### src/rtl/sdir_pkg.sv
package sdir_pkg;
  typedef enum logic [1:0] {
    OP_LOAD  = 2'b00,
    OP_STORE = 2'b01,
    OP_EVICT = 2'b10,
    OP_RSVD  = 2'b11
  } dir_op_e;
endpackage

### src/rtl/sdir_entry.sv
module sdir_entry #(
  parameter int NUM_CORES = 8,
  parameter int TAG_W     = 12
) (
  input  logic                 clk,
  input  logic                 rst_n,
  input  logic                 alloc_en,
  input  logic                 add_en,
  input  logic                 keep_en,
  input  logic                 free_en,
  input  logic [TAG_W-1:0]     new_tag,
  input  logic [NUM_CORES-1:0] core_bit,
  output logic                 ent_valid,
  output logic [TAG_W-1:0]     ent_tag,
  output logic [NUM_CORES-1:0] ent_sharers
);
  logic                 valid_d;
  logic [TAG_W-1:0]     tag_d;
  logic [NUM_CORES-1:0] sharers_d;
  logic                 ent_we;

  assign ent_we = alloc_en | add_en | keep_en | free_en;

  always_comb begin
    valid_d   = ent_valid;
    tag_d     = ent_tag;
    sharers_d = ent_sharers;
    if (alloc_en) begin
      valid_d   = 1'b1;
      tag_d     = new_tag;
      sharers_d = core_bit;
    end else if (add_en) begin
      sharers_d = ent_sharers | core_bit;
    end else if (keep_en) begin
      sharers_d = ent_sharers & core_bit;
    end else if (free_en) begin
      valid_d   = 1'b0;
      sharers_d = '0;
    end
  end

  always_ff @(posedge clk or negedge rst_n) begin
    if (!rst_n) begin
      ent_valid   <= 1'b0;
      ent_tag     <= '0;
      ent_sharers <= '0;
    end else if (ent_we) begin
      ent_valid   <= valid_d;
      ent_tag     <= tag_d;
      ent_sharers <= sharers_d;
    end
  end
endmodule

### src/rtl/sdir_match.sv
module sdir_match #(
  parameter int ENTRIES = 8,
  parameter int TAG_W   = 12
) (
  input  logic [ENTRIES-1:0]            valid_vec,
  input  logic [ENTRIES-1:0][TAG_W-1:0] tag_vec,
  input  logic [TAG_W-1:0]              look_tag,
  output logic [ENTRIES-1:0]            hit_vec,
  output logic                          any_hit,
  output logic [ENTRIES-1:0]            free_vec,
  output logic                          all_full
);
  genvar gi;
  generate
    for (gi = 0; gi < ENTRIES; gi++) begin : g_cmp
      assign hit_vec[gi] = valid_vec[gi] && (tag_vec[gi] == look_tag);
    end
  endgenerate

  assign any_hit  = |hit_vec;
  assign all_full = &valid_vec;

  always_comb begin
    logic found;
    found    = 1'b0;
    free_vec = '0;
    for (int i = 0; i < ENTRIES; i++) begin
      if (!valid_vec[i] && !found) begin
        free_vec[i] = 1'b1;
        found       = 1'b1;
      end
    end
  end
endmodule

### src/rtl/sdir_inv_port.sv
module sdir_inv_port #(
  parameter int NUM_CORES = 8,
  parameter int TAG_W     = 12
) (
  input  logic                 clk,
  input  logic                 rst_n,
  input  logic                 load_en,
  input  logic [NUM_CORES-1:0] load_targets,
  input  logic [TAG_W-1:0]     load_tag,
  input  logic                 out_ready,
  output logic                 out_valid,
  output logic [NUM_CORES-1:0] out_targets,
  output logic [TAG_W-1:0]     out_tag
);
  logic valid_d;
  logic data_we;

  assign data_we = load_en;

  always_comb begin
    valid_d = out_valid;
    if (load_en)
      valid_d = 1'b1;
    else if (out_valid && out_ready)
      valid_d = 1'b0;
  end

  always_ff @(posedge clk or negedge rst_n) begin
    if (!rst_n) begin
      out_valid <= 1'b0;
    end else begin
      out_valid <= valid_d;
    end
  end

  always_ff @(posedge clk or negedge rst_n) begin
    if (!rst_n) begin
      out_targets <= '0;
      out_tag     <= '0;
    end else if (data_we) begin
      out_targets <= load_targets;
      out_tag     <= load_tag;
    end
  end
endmodule

### src/rtl/sdir_directory.sv
module sdir_directory #(
  parameter int NUM_CORES = 8,
  parameter int ENTRIES   = 8,
  parameter int TAG_W     = 12,
  localparam int CORE_W   = (NUM_CORES > 1) ? $clog2(NUM_CORES) : 1
) (
  input  logic                 clk,
  input  logic                 rst_n,
  input  logic                 req_valid,
  output logic                 req_ready,
  input  logic [1:0]           req_op,
  input  logic [CORE_W-1:0]    req_core,
  input  logic [TAG_W-1:0]     req_tag,
  output logic                 inv_valid,
  input  logic                 inv_ready,
  output logic [NUM_CORES-1:0] inv_targets,
  output logic [TAG_W-1:0]     inv_tag
);
  import sdir_pkg::*;

  logic                          accept;
  logic                          is_load, is_store, is_evict;
  logic [NUM_CORES-1:0]          core_bit;
  logic [ENTRIES-1:0]            valid_vec;
  logic [ENTRIES-1:0][TAG_W-1:0] tag_vec;
  logic [ENTRIES-1:0][NUM_CORES-1:0] sharer_vec;
  logic [ENTRIES-1:0]            hit_vec;
  logic [ENTRIES-1:0]            free_vec;
  logic                          any_hit;
  logic                          all_full;
  logic                          do_alloc;
  logic [NUM_CORES-1:0]          hit_sharers;
  logic [NUM_CORES-1:0]          send_targets;
  logic                          send_en;

  assign req_ready = !inv_valid;
  assign accept    = req_valid && req_ready;
  assign is_load   = (dir_op_e'(req_op) == OP_LOAD);
  assign is_store  = (dir_op_e'(req_op) == OP_STORE);
  assign is_evict  = (dir_op_e'(req_op) == OP_EVICT);
  assign core_bit  = NUM_CORES'(1) << req_core;
  assign do_alloc  = accept && is_load && !any_hit && !all_full;

  sdir_match #(.ENTRIES(ENTRIES), .TAG_W(TAG_W)) u_match (
    .valid_vec (valid_vec),
    .tag_vec   (tag_vec),
    .look_tag  (req_tag),
    .hit_vec   (hit_vec),
    .any_hit   (any_hit),
    .free_vec  (free_vec),
    .all_full  (all_full)
  );

  genvar gi;
  generate
    for (gi = 0; gi < ENTRIES; gi++) begin : g_ent
      sdir_entry #(.NUM_CORES(NUM_CORES), .TAG_W(TAG_W)) u_entry (
        .clk         (clk),
        .rst_n       (rst_n),
        .alloc_en    (do_alloc && free_vec[gi]),
        .add_en      (accept && is_load && hit_vec[gi]),
        .keep_en     (accept && is_store && hit_vec[gi]),
        .free_en     (accept && is_evict && hit_vec[gi]),
        .new_tag     (req_tag),
        .core_bit    (core_bit),
        .ent_valid   (valid_vec[gi]),
        .ent_tag     (tag_vec[gi]),
        .ent_sharers (sharer_vec[gi])
      );
    end
  endgenerate

  always_comb begin
    hit_sharers = '0;
    for (int i = 0; i < ENTRIES; i++) begin
      if (hit_vec[i])
        hit_sharers = hit_sharers | sharer_vec[i];
    end
  end

  always_comb begin
    send_targets = '0;
    if (is_store)
      send_targets = hit_sharers & ~core_bit;
    else if (is_evict)
      send_targets = hit_sharers;
  end

  assign send_en = accept && any_hit && (send_targets != '0);

  sdir_inv_port #(.NUM_CORES(NUM_CORES), .TAG_W(TAG_W)) u_inv (
    .clk          (clk),
    .rst_n        (rst_n),
    .load_en      (send_en),
    .load_targets (send_targets),
    .load_tag     (req_tag),
    .out_ready    (inv_ready),
    .out_valid    (inv_valid),
    .out_targets  (inv_targets),
    .out_tag      (inv_tag)
  );
endmodule

### config.mk
export PLATFORM = sky130hd
export DESIGN_NAME = sdir_directory
export DESIGN_NICKNAME = d
export VERILOG_FILES = /design/src/rtl/sdir_pkg.sv /design/src/rtl/sdir_entry.sv /design/src/rtl/sdir_match.sv /design/src/rtl/sdir_inv_port.sv /design/src/rtl/sdir_directory.sv
export SDC_FILE = /design/constraint.sdc
export NUM_CORES = 1
export LEC_CHECK = 0
export BUFFER_PORTS_ARGS = -buffer_cell sky130_fd_sc_hd__buf_4
export CAP_MARGIN = 20
export CORE_MARGIN = 4
export CORE_UTILIZATION = 45
export DETAILED_ROUTE_END_ITERATION = 6
export HOLD_SLACK_MARGIN = 0.03
export PLACE_DENSITY = 0.69
export REMOVE_ABC_BUFFERS = 1
export SLEW_MARGIN = 10
export SYNTH_ARGS = -nofsm -noshare
export SYNTH_HDL_FRONTEND = slang
export SYNTH_HIERARCHICAL = 1
export SYNTH_SLANG_ARGS = --single-unit
### constraint.sdc
create_clock -name clk -period 3.1 [get_ports clk]
set_input_delay 0.31 -clock clk [delete_from_list [all_inputs] [get_ports clk]]
set_output_delay 0.31 -clock clk [all_outputs]
set_load 0.01 [all_outputs]
# Yosys cells after proc, flatten, opt, wreduce, memory -nomap -nowiden
# Index checks and enable logic that the tools add are counted.
# W data, S select, Z words.
[totals]
reg_bits = 189
in_bits = 21
output_inout_bits = 22
wordCells = 310
[classes]
eq_ne = 26
shift = 1
n_mux = 90
bitwise_logic = 49
n_reduce_logical = 117
[ops]
columns = ["op", "n"]
rows = [
  ["$mux W8", 42],
  ["$or A8 B8 Y8", 15],
  ["$eq A12 B12 Y1", 8],
  ["$and A8 B8 Y8", 9],
  ["$logic_and A1 B1 Y1", 56],
  ["$mux W1", 48],
  ["$ne A2 B1 Y1 const B", 16],
  ["$reduce_and A2 Y1", 16],
  ["$reduce_and A4 Y1", 8],
  ["$reduce_bool A4 Y1", 8],
  ["$or A1 B1 Y1", 24],
  ["$reduce_bool A2 Y1", 9],
  ["$logic_not A1 Y1", 16],
  ["$not A8 Y8", 1],
  ["$reduce_and A8 Y1", 1],
  ["$reduce_bool A8 Y1", 1],
  ["$reduce_or A8 Y1", 1],
  ["$shl A1 B3 Y8 const A", 1],
  ["$eq A2 B1 Y1 const B", 1],
  ["$eq A2 B2 Y1 const B", 1],
  ["$logic_not A2 Y1", 1],
]

# Depth between registers and ports, before layout
[depth]
word_depth = 26
ltp_mapped = 11
depth_no_buf = 10

# Modules after synthesis
# Netlist, hierarchy kept.
[modules_own_cells]
columns = ["mod", "n_inst", "cells_each", "area_each_um2", "seq_area_each_um2"]
rows = [
  ["sdir_entry", 8, 69, 975.9, 525.5],
  ["sdir_match", 1, 168, 1358.8, 0.0],
  ["sdir_inv_port", 1, 45, 855.8, 525.5],
  ["sdir_directory", 1, 118, 848.3, 0.0],
]

# Worst setup path before layout
# Ideal clock, no wire load.
[synth_path]
path_type = "input to register"
from = "in req_tag[10]"
to = "reg u_inv.out_tag[0]"
setup_ns = 0.125
arrival_time_ns = 2.289
required_ns = 2.975
setup_slack_ns = 0.686
path_stages = 11
n_path_buf = 3
cell_sequence = "buf_4 -> xnor2_1 -> nand4_1 -> nor4_2 -> buf_2 -> a22oi_1 -> nand4_1 -> a22oi_2 -> a41oi_2 -> buf_6 -> mux2_4"
[synth_via]
elab_chain_len = 21
elab_cells_between_ends = 38
cone_classes = "eq/ne (8); mux (10); bitwise (8); reduce/logical (12)"
[synth_lines]
columns = ["element", "line_no", "text"]
rows = [
  ["start: declaration", "sdir_directory.sv:13", "input logic [TAG_W-1:0] req_tag,"],
  ["$eq A12 B12 Y1 (*)", "sdir_match.sv:16", "assign hit_vec[gi] = valid_vec[gi] && (tag_vec[gi] == look_tag);"],
  ["$logic_and A1 B1 Y1 (*)", "sdir_match.sv:16", ""],
  ["via hit_vec[0]", "sdir_directory.sv:27", "logic [ENTRIES-1:0] hit_vec;"],
  ["$mux W8", "sdir_directory.sv:76", "if (hit_vec[i])"],
  ["$or A8 B8 Y8", "sdir_directory.sv:77", "hit_sharers = hit_sharers | sharer_vec[i];"],
  ["$mux W8", "sdir_directory.sv:76", ""],
  ["$or A8 B8 Y8", "sdir_directory.sv:77", ""],
  ["$mux W8", "sdir_directory.sv:76", ""],
  ["[7 not listed]", "--", ""],
  ["$mux W8", "sdir_directory.sv:76", ""],
  ["$or A8 B8 Y8", "sdir_directory.sv:77", ""],
  ["$mux W8", "sdir_directory.sv:76", ""],
  ["$mux W8 / $and A8 B8 Y8 (equally long branches)", "sdir_directory.sv:85, sdir_directory.sv:84", ""],
  ["$mux W8", "sdir_directory.sv:83", "if (is_store)"],
  ["$reduce_bool A8 Y1", "sdir_directory.sv:89", "assign send_en = accept && any_hit && (send_targets != '0);"],
  ["$logic_and A1 B1 Y1 (*)", "sdir_directory.sv:89", ""],
  ["via send_en", "sdir_directory.sv:34", "logic send_en;"],
  ["end signal: assignment", "sdir_inv_port.sv:42", "out_tag <= load_tag;"],
  ["end: declaration", "sdir_inv_port.sv:13", "output logic [TAG_W-1:0] out_tag"],
]
# The timed path passes the listed nets; every way through them passes the cells marked *.
# A chain may end at the register's enable or synchronous reset.

# Worst setup path after layout
[layout_path]
from = "reg g_ent[2].u_entry.ent_tag[8]"
to = "reg u_inv.out_targets[7]"
[layout_via]
elab_chain_len = 17
elab_cells_between_ends = 20
cone_classes = "eq/ne (1); mux (8); bitwise (6); reduce/logical (5)"
[layout_lines]
columns = ["element", "line_no", "text"]
rows = [
  ["start: declaration", "sdir_entry.sv:14", "output logic [TAG_W-1:0] ent_tag,"],
  ["start signal: assignment", "sdir_entry.sv:49", "ent_tag <= tag_d;"],
  ["$eq A12 B12 Y1 (*)", "sdir_match.sv:16", ""],
  ["$logic_and A1 B1 Y1 (*)", "sdir_match.sv:16", ""],
  ["via hit_vec[2]", "sdir_directory.sv:27", ""],
  ["$mux W8", "sdir_directory.sv:76", ""],
  ["$or A8 B8 Y8", "sdir_directory.sv:77", ""],
  ["$mux W8", "sdir_directory.sv:76", ""],
  ["$or A8 B8 Y8", "sdir_directory.sv:77", ""],
  ["$mux W8", "sdir_directory.sv:76", ""],
  ["[3 not listed]", "--", ""],
  ["$mux W8", "sdir_directory.sv:76", ""],
  ["$or A8 B8 Y8", "sdir_directory.sv:77", ""],
  ["$mux W8", "sdir_directory.sv:76", ""],
  ["$mux W8 / $and A8 B8 Y8 (equally long branches)", "sdir_directory.sv:85, sdir_directory.sv:84", ""],
  ["$mux W8", "sdir_directory.sv:83", ""],
  ["$reduce_bool A8 Y1", "sdir_directory.sv:89", ""],
  ["$logic_and A1 B1 Y1 (*)", "sdir_directory.sv:89", ""],
  ["via send_en", "sdir_directory.sv:34", ""],
  ["end signal: assignment", "sdir_inv_port.sv:41", "out_targets <= load_targets;"],
  ["end: declaration", "sdir_inv_port.sv:12", "output logic [NUM_CORES-1:0] out_targets,"],
]
# Marks and branches as above.

==> impl_metrics.py <==
metrics = {
    "clocking": {
        "cts_tree": "yes",
        "cts_setup_buffers": 0,
        "cts_sinks": 189,
        "htree_levels": 4,
        "cts_root_buf": "clkbuf_16",
        "clkLatencyLatePin_ns": 0.44,
        "cts_buffer_depth": 2,
        "clk_pin_slew_worst_paths_ns": 0.07,
        "numCtsBuffers": 17,
    },
    "global_route": {
        "grt_pass1_vias": 7188,
        "antenna_found_initial": 0,
        "grt_start_max_net_pins": 77,
        "grt.total_usage_pct": 19.9,
        "grt_first_pass_wirelength_um": 41600,
        "grt.overflow.total": 0,
    },
    "worst_setup_path": {
        "worstSetupEndpointType": "flip-flop",
        "r2r_end": "u_inv/out_targets[7]$_DFFE_PN0P_",
        "r2r-start": "g_ent[2].u_entry/ent_tag[8]$_DFFE_PN0P_",
        "reg2reg_slack_ns": 0.41,
        "startpoint_type": "flip-flop",
        "path_class": "flip-flop to flip-flop",
        "startpoint": "g_ent[2].u_entry/ent_tag[8]$_DFFE_PN0P_",
        "rr_worst_depth": 10,
        "cp_max_fo": 21,
        "required_ns": 3.41,
        "crit_arrival_ns": 3.00,
    },
    "drt": {
        "wl_per_cell_um": 20.6,
        "dr.pass1.iters": 6,
        "drc": 0,
        "routed_wl_um": 25900,
        "vias": 7201,
        "drtIter0Drc": 751,
        "routed_via_density": 5.72,
        "antenna_left": 0,
    },
    "sta": {
        "final_hold_viol_count": 0,
        "fmax_mhz": 372,
        "fin_crit_sh_pct": 86.6,
        "finClkSkew_ns": 0.0144,
        "max_slew.worst_pin.slew_ns": 0.780,
        "min_period_ns": 2.69,
        "rsz0062_at_grt": "no",
        "final_max_slew_viol_count": 0,
        "layout_setup_ws_ns": 0.414,
        "setup_violations": 0,
        "slew_headroom_pct": 47.8,
    },
    "placed_design": {
        "pre_cts_slack_ns": 0.221,
        "dpl.cell_count": 1225,
        "io_buffers": 42,
        "hpwl_um": 17000,
        "routabilityCongestion": 0.875,
    },
    "pwr": {
        "p_total_mw": 6.94,
        "p_per_area_mw_per_mm2": 577,
        "vdd_drop_max_v": 0.000349,
        "leakage_nw": 5.01,
    },
    "status": {
        "status": "completed",
    },
    "floorplanning": {
        "die_w_um": 163,
        "rows": 56,
        "core_area_mm2": 0.0236,
        "start_util_pct": 46.0,
        "die_h_um": 163,
        "pin_count": 43,
        "dieArea_mm2": 0.0267,
    },
    "yosys": {
        "yosysUniqueCellTypes": 37,
        "yosys.area.top_type": "dfrtp_1",
        "yosysMostFrequentCell": "dfrtp_1",
        "syn-cell-area_mm2": 0.0109,
        "synth_seq_cells": 189,
        "synthCells": 883,
        "synth_common_cells": "189 x dfrtp_1, 115 x mux2_4, 93 x xnor2_1",
        "synth_edf_count": 0,
        "netlist.area_leader.share_pct": 43.5,
        "yosys_warnings": 6,
        "synth_area_leaders": "dfrtp_1 44%, mux2_4 16%, xnor2_1 7.5%, a211oi_2 6.4%, buf_6 3.8%",
        "synthFlopType": "dfrtp_1",
        "yosysSeqAreaShare_pct": 43.5,
        "synthArstFlopShare_pct": 100,
        "syn_avg_cell_area_um2": 12.3,
    },
    "final_layout": {
        "multi_input_area_mm2": 0.00552,
        "nNetsFinal": 947,
        "drive_gt1_share_pct": 34.9,
        "layout.cells.non_filler": 1258,
        "synthToLayoutAreaGrowth_pct": 10.7,
        "insertedDiodeCount": 0,
        "seq_area_mm2": 0.00473,
        "fill_cells": 2037,
    },
    "run": {
        "maxCapViolCount": 0,
    },
    "hold_path": {
        "hp-start": "inv_ready",
        "holdPathEnd": "u_inv/out_valid$_DFFE_PN0P_",
        "hold_depth": 3,
        "hold_path_class": "primary input to flip-flop",
    },
}
-- worst max-delay path, cell delays in order, from the launching register on --
cell and delay, ns:
dfrtp_1 0.39, xnor2_1 0.19, nand4_1 0.13, nor4_2 0.38
buf_4 0.24, a22oi_1 0.15, nand4_1 0.13, a22oi_1 0.11
a41oi_4 0.26, buf_12 0.22, mux2_2 0.36
-- area by class of cell --
| cell class | instances | share of cell area (%) |
|---|---|---|
| clock inverter | 13 | 1.06 |
| tap | 319 | 3.32 |
| inverter | 14 | 0.437 |
| multi-input combinational | 618 | 45.8 |
| sequential | 189 | 39.3 |
| clock buffer | 19 | 3.68 |
| timing repair buffer | 86 | 6.37 |
-- stage by stage --
step | util [%] | hold WS [ns] | TNS [ns] | area, µm²
floorplan | - | 0.0144 | -1.89 | 10300
global placement | 48.5 | 0.381 | 0 | 11500
detailed placement | 48.5 | 0.382 | 0 | 11500
CTS | 51.0 | 0.147 | 0 | 12000
global route | 51.0 | 0.156 | 0 | 12000
finish | 51.0 | 0.158 | 0 | 12000
-- worst max path at each step --
stage                                             endpoint  slack, ns
4_1_cts                   u_inv/out_targets[7]$_DFFE_PN0P_       0.41
3_3_place_gp              u_inv/out_targets[7]$_DFFE_PN0P_       0.23
2_1_floorplan             u_inv/out_targets[7]$_DFFE_PN0P_      -0.16
3_5_place_dp              u_inv/out_targets[7]$_DFFE_PN0P_       0.22
6_report                  u_inv/out_targets[7]$_DFFE_PN0P_       0.41
5_1_grt        g_ent[5].u_entry/ent_sharers[4]$_DFFE_PN0P_       0.21
-- kinds of logic after synthesis --
group,count (synthesis),synth area share (%)
and+or+nand+nor,224,12.5
buffers and inverters,76,5.86
xor gates and xnor gates,96,7.94
DFF,189,43.5
AOI/OAI and AO/OA,182,14.2
muxes,116,16.0
-- routing by layer --
| layer | routed length, µm | track usage (%) | vias up |
|---|---|---|---|
| met5 | 0 | 0 | - |
| met2 | 12100 | 30.9 | 245 |
| met4 | 503 | 6.37 | 0 |
| met1 | 11700 | 28.3 | 3654 |
| li1 | - | - | 3266 |
| met3 | 1570 | 3.99 | 36 |
-- where the power goes --
group	switching, mW	internal, mW	total, mW
Combinational	0.586	0.963	1.55
Clock	1.04	1.09	2.13
Sequential	0.361	2.90	3.27
-- layout by cell type (no fill, tap or decap), drive strengths merged --
cell / netlist / routed
and2: 40 / 40
nand2b: 19 / 19
a21oi: 8 / 8
clkinv: 0 / 5
nor3: 20 / 20
mux2: 116 / 116
o21ai: 16 / 16
a41oi: 1 / 1
inv: 14 / 20
a211oi: 56 / 56
and3: 1 / 1
xnor2: 96 / 96
nand3: 11 / 11
nor3b: 4 / 4
nand2: 19 / 19
nor2: 72 / 72
a31oi: 56 / 56
clkbuf: 0 / 20
and3b: 3 / 3
dfrtp: 189 / 189
a22oi: 36 / 36
a21o: 1 / 1
buf: 62 / 84
nor4: 11 / 11
o21a: 8 / 8
dlygate4sd3: 0 / 1
nand4: 24 / 24
clkinvlp: 0 / 2
-- registers in the layout, indices dropped and copies added, names as in the netlist --
signal	cells
u_inv/out_targets	8
g_ent.u_entry/ent_valid	8
u_inv/out_tag	12
g_ent.u_entry/ent_sharers	64
g_ent.u_entry/ent_tag	96
u_inv/out_valid	1
-- what timing repair did --
action                                 CTS  global route
gates resized for setup                  0             0
endpoints found under the hold margin   73             0
hold buffers                             1             0
Note: power is estimated with default switching activity, not from simulation.
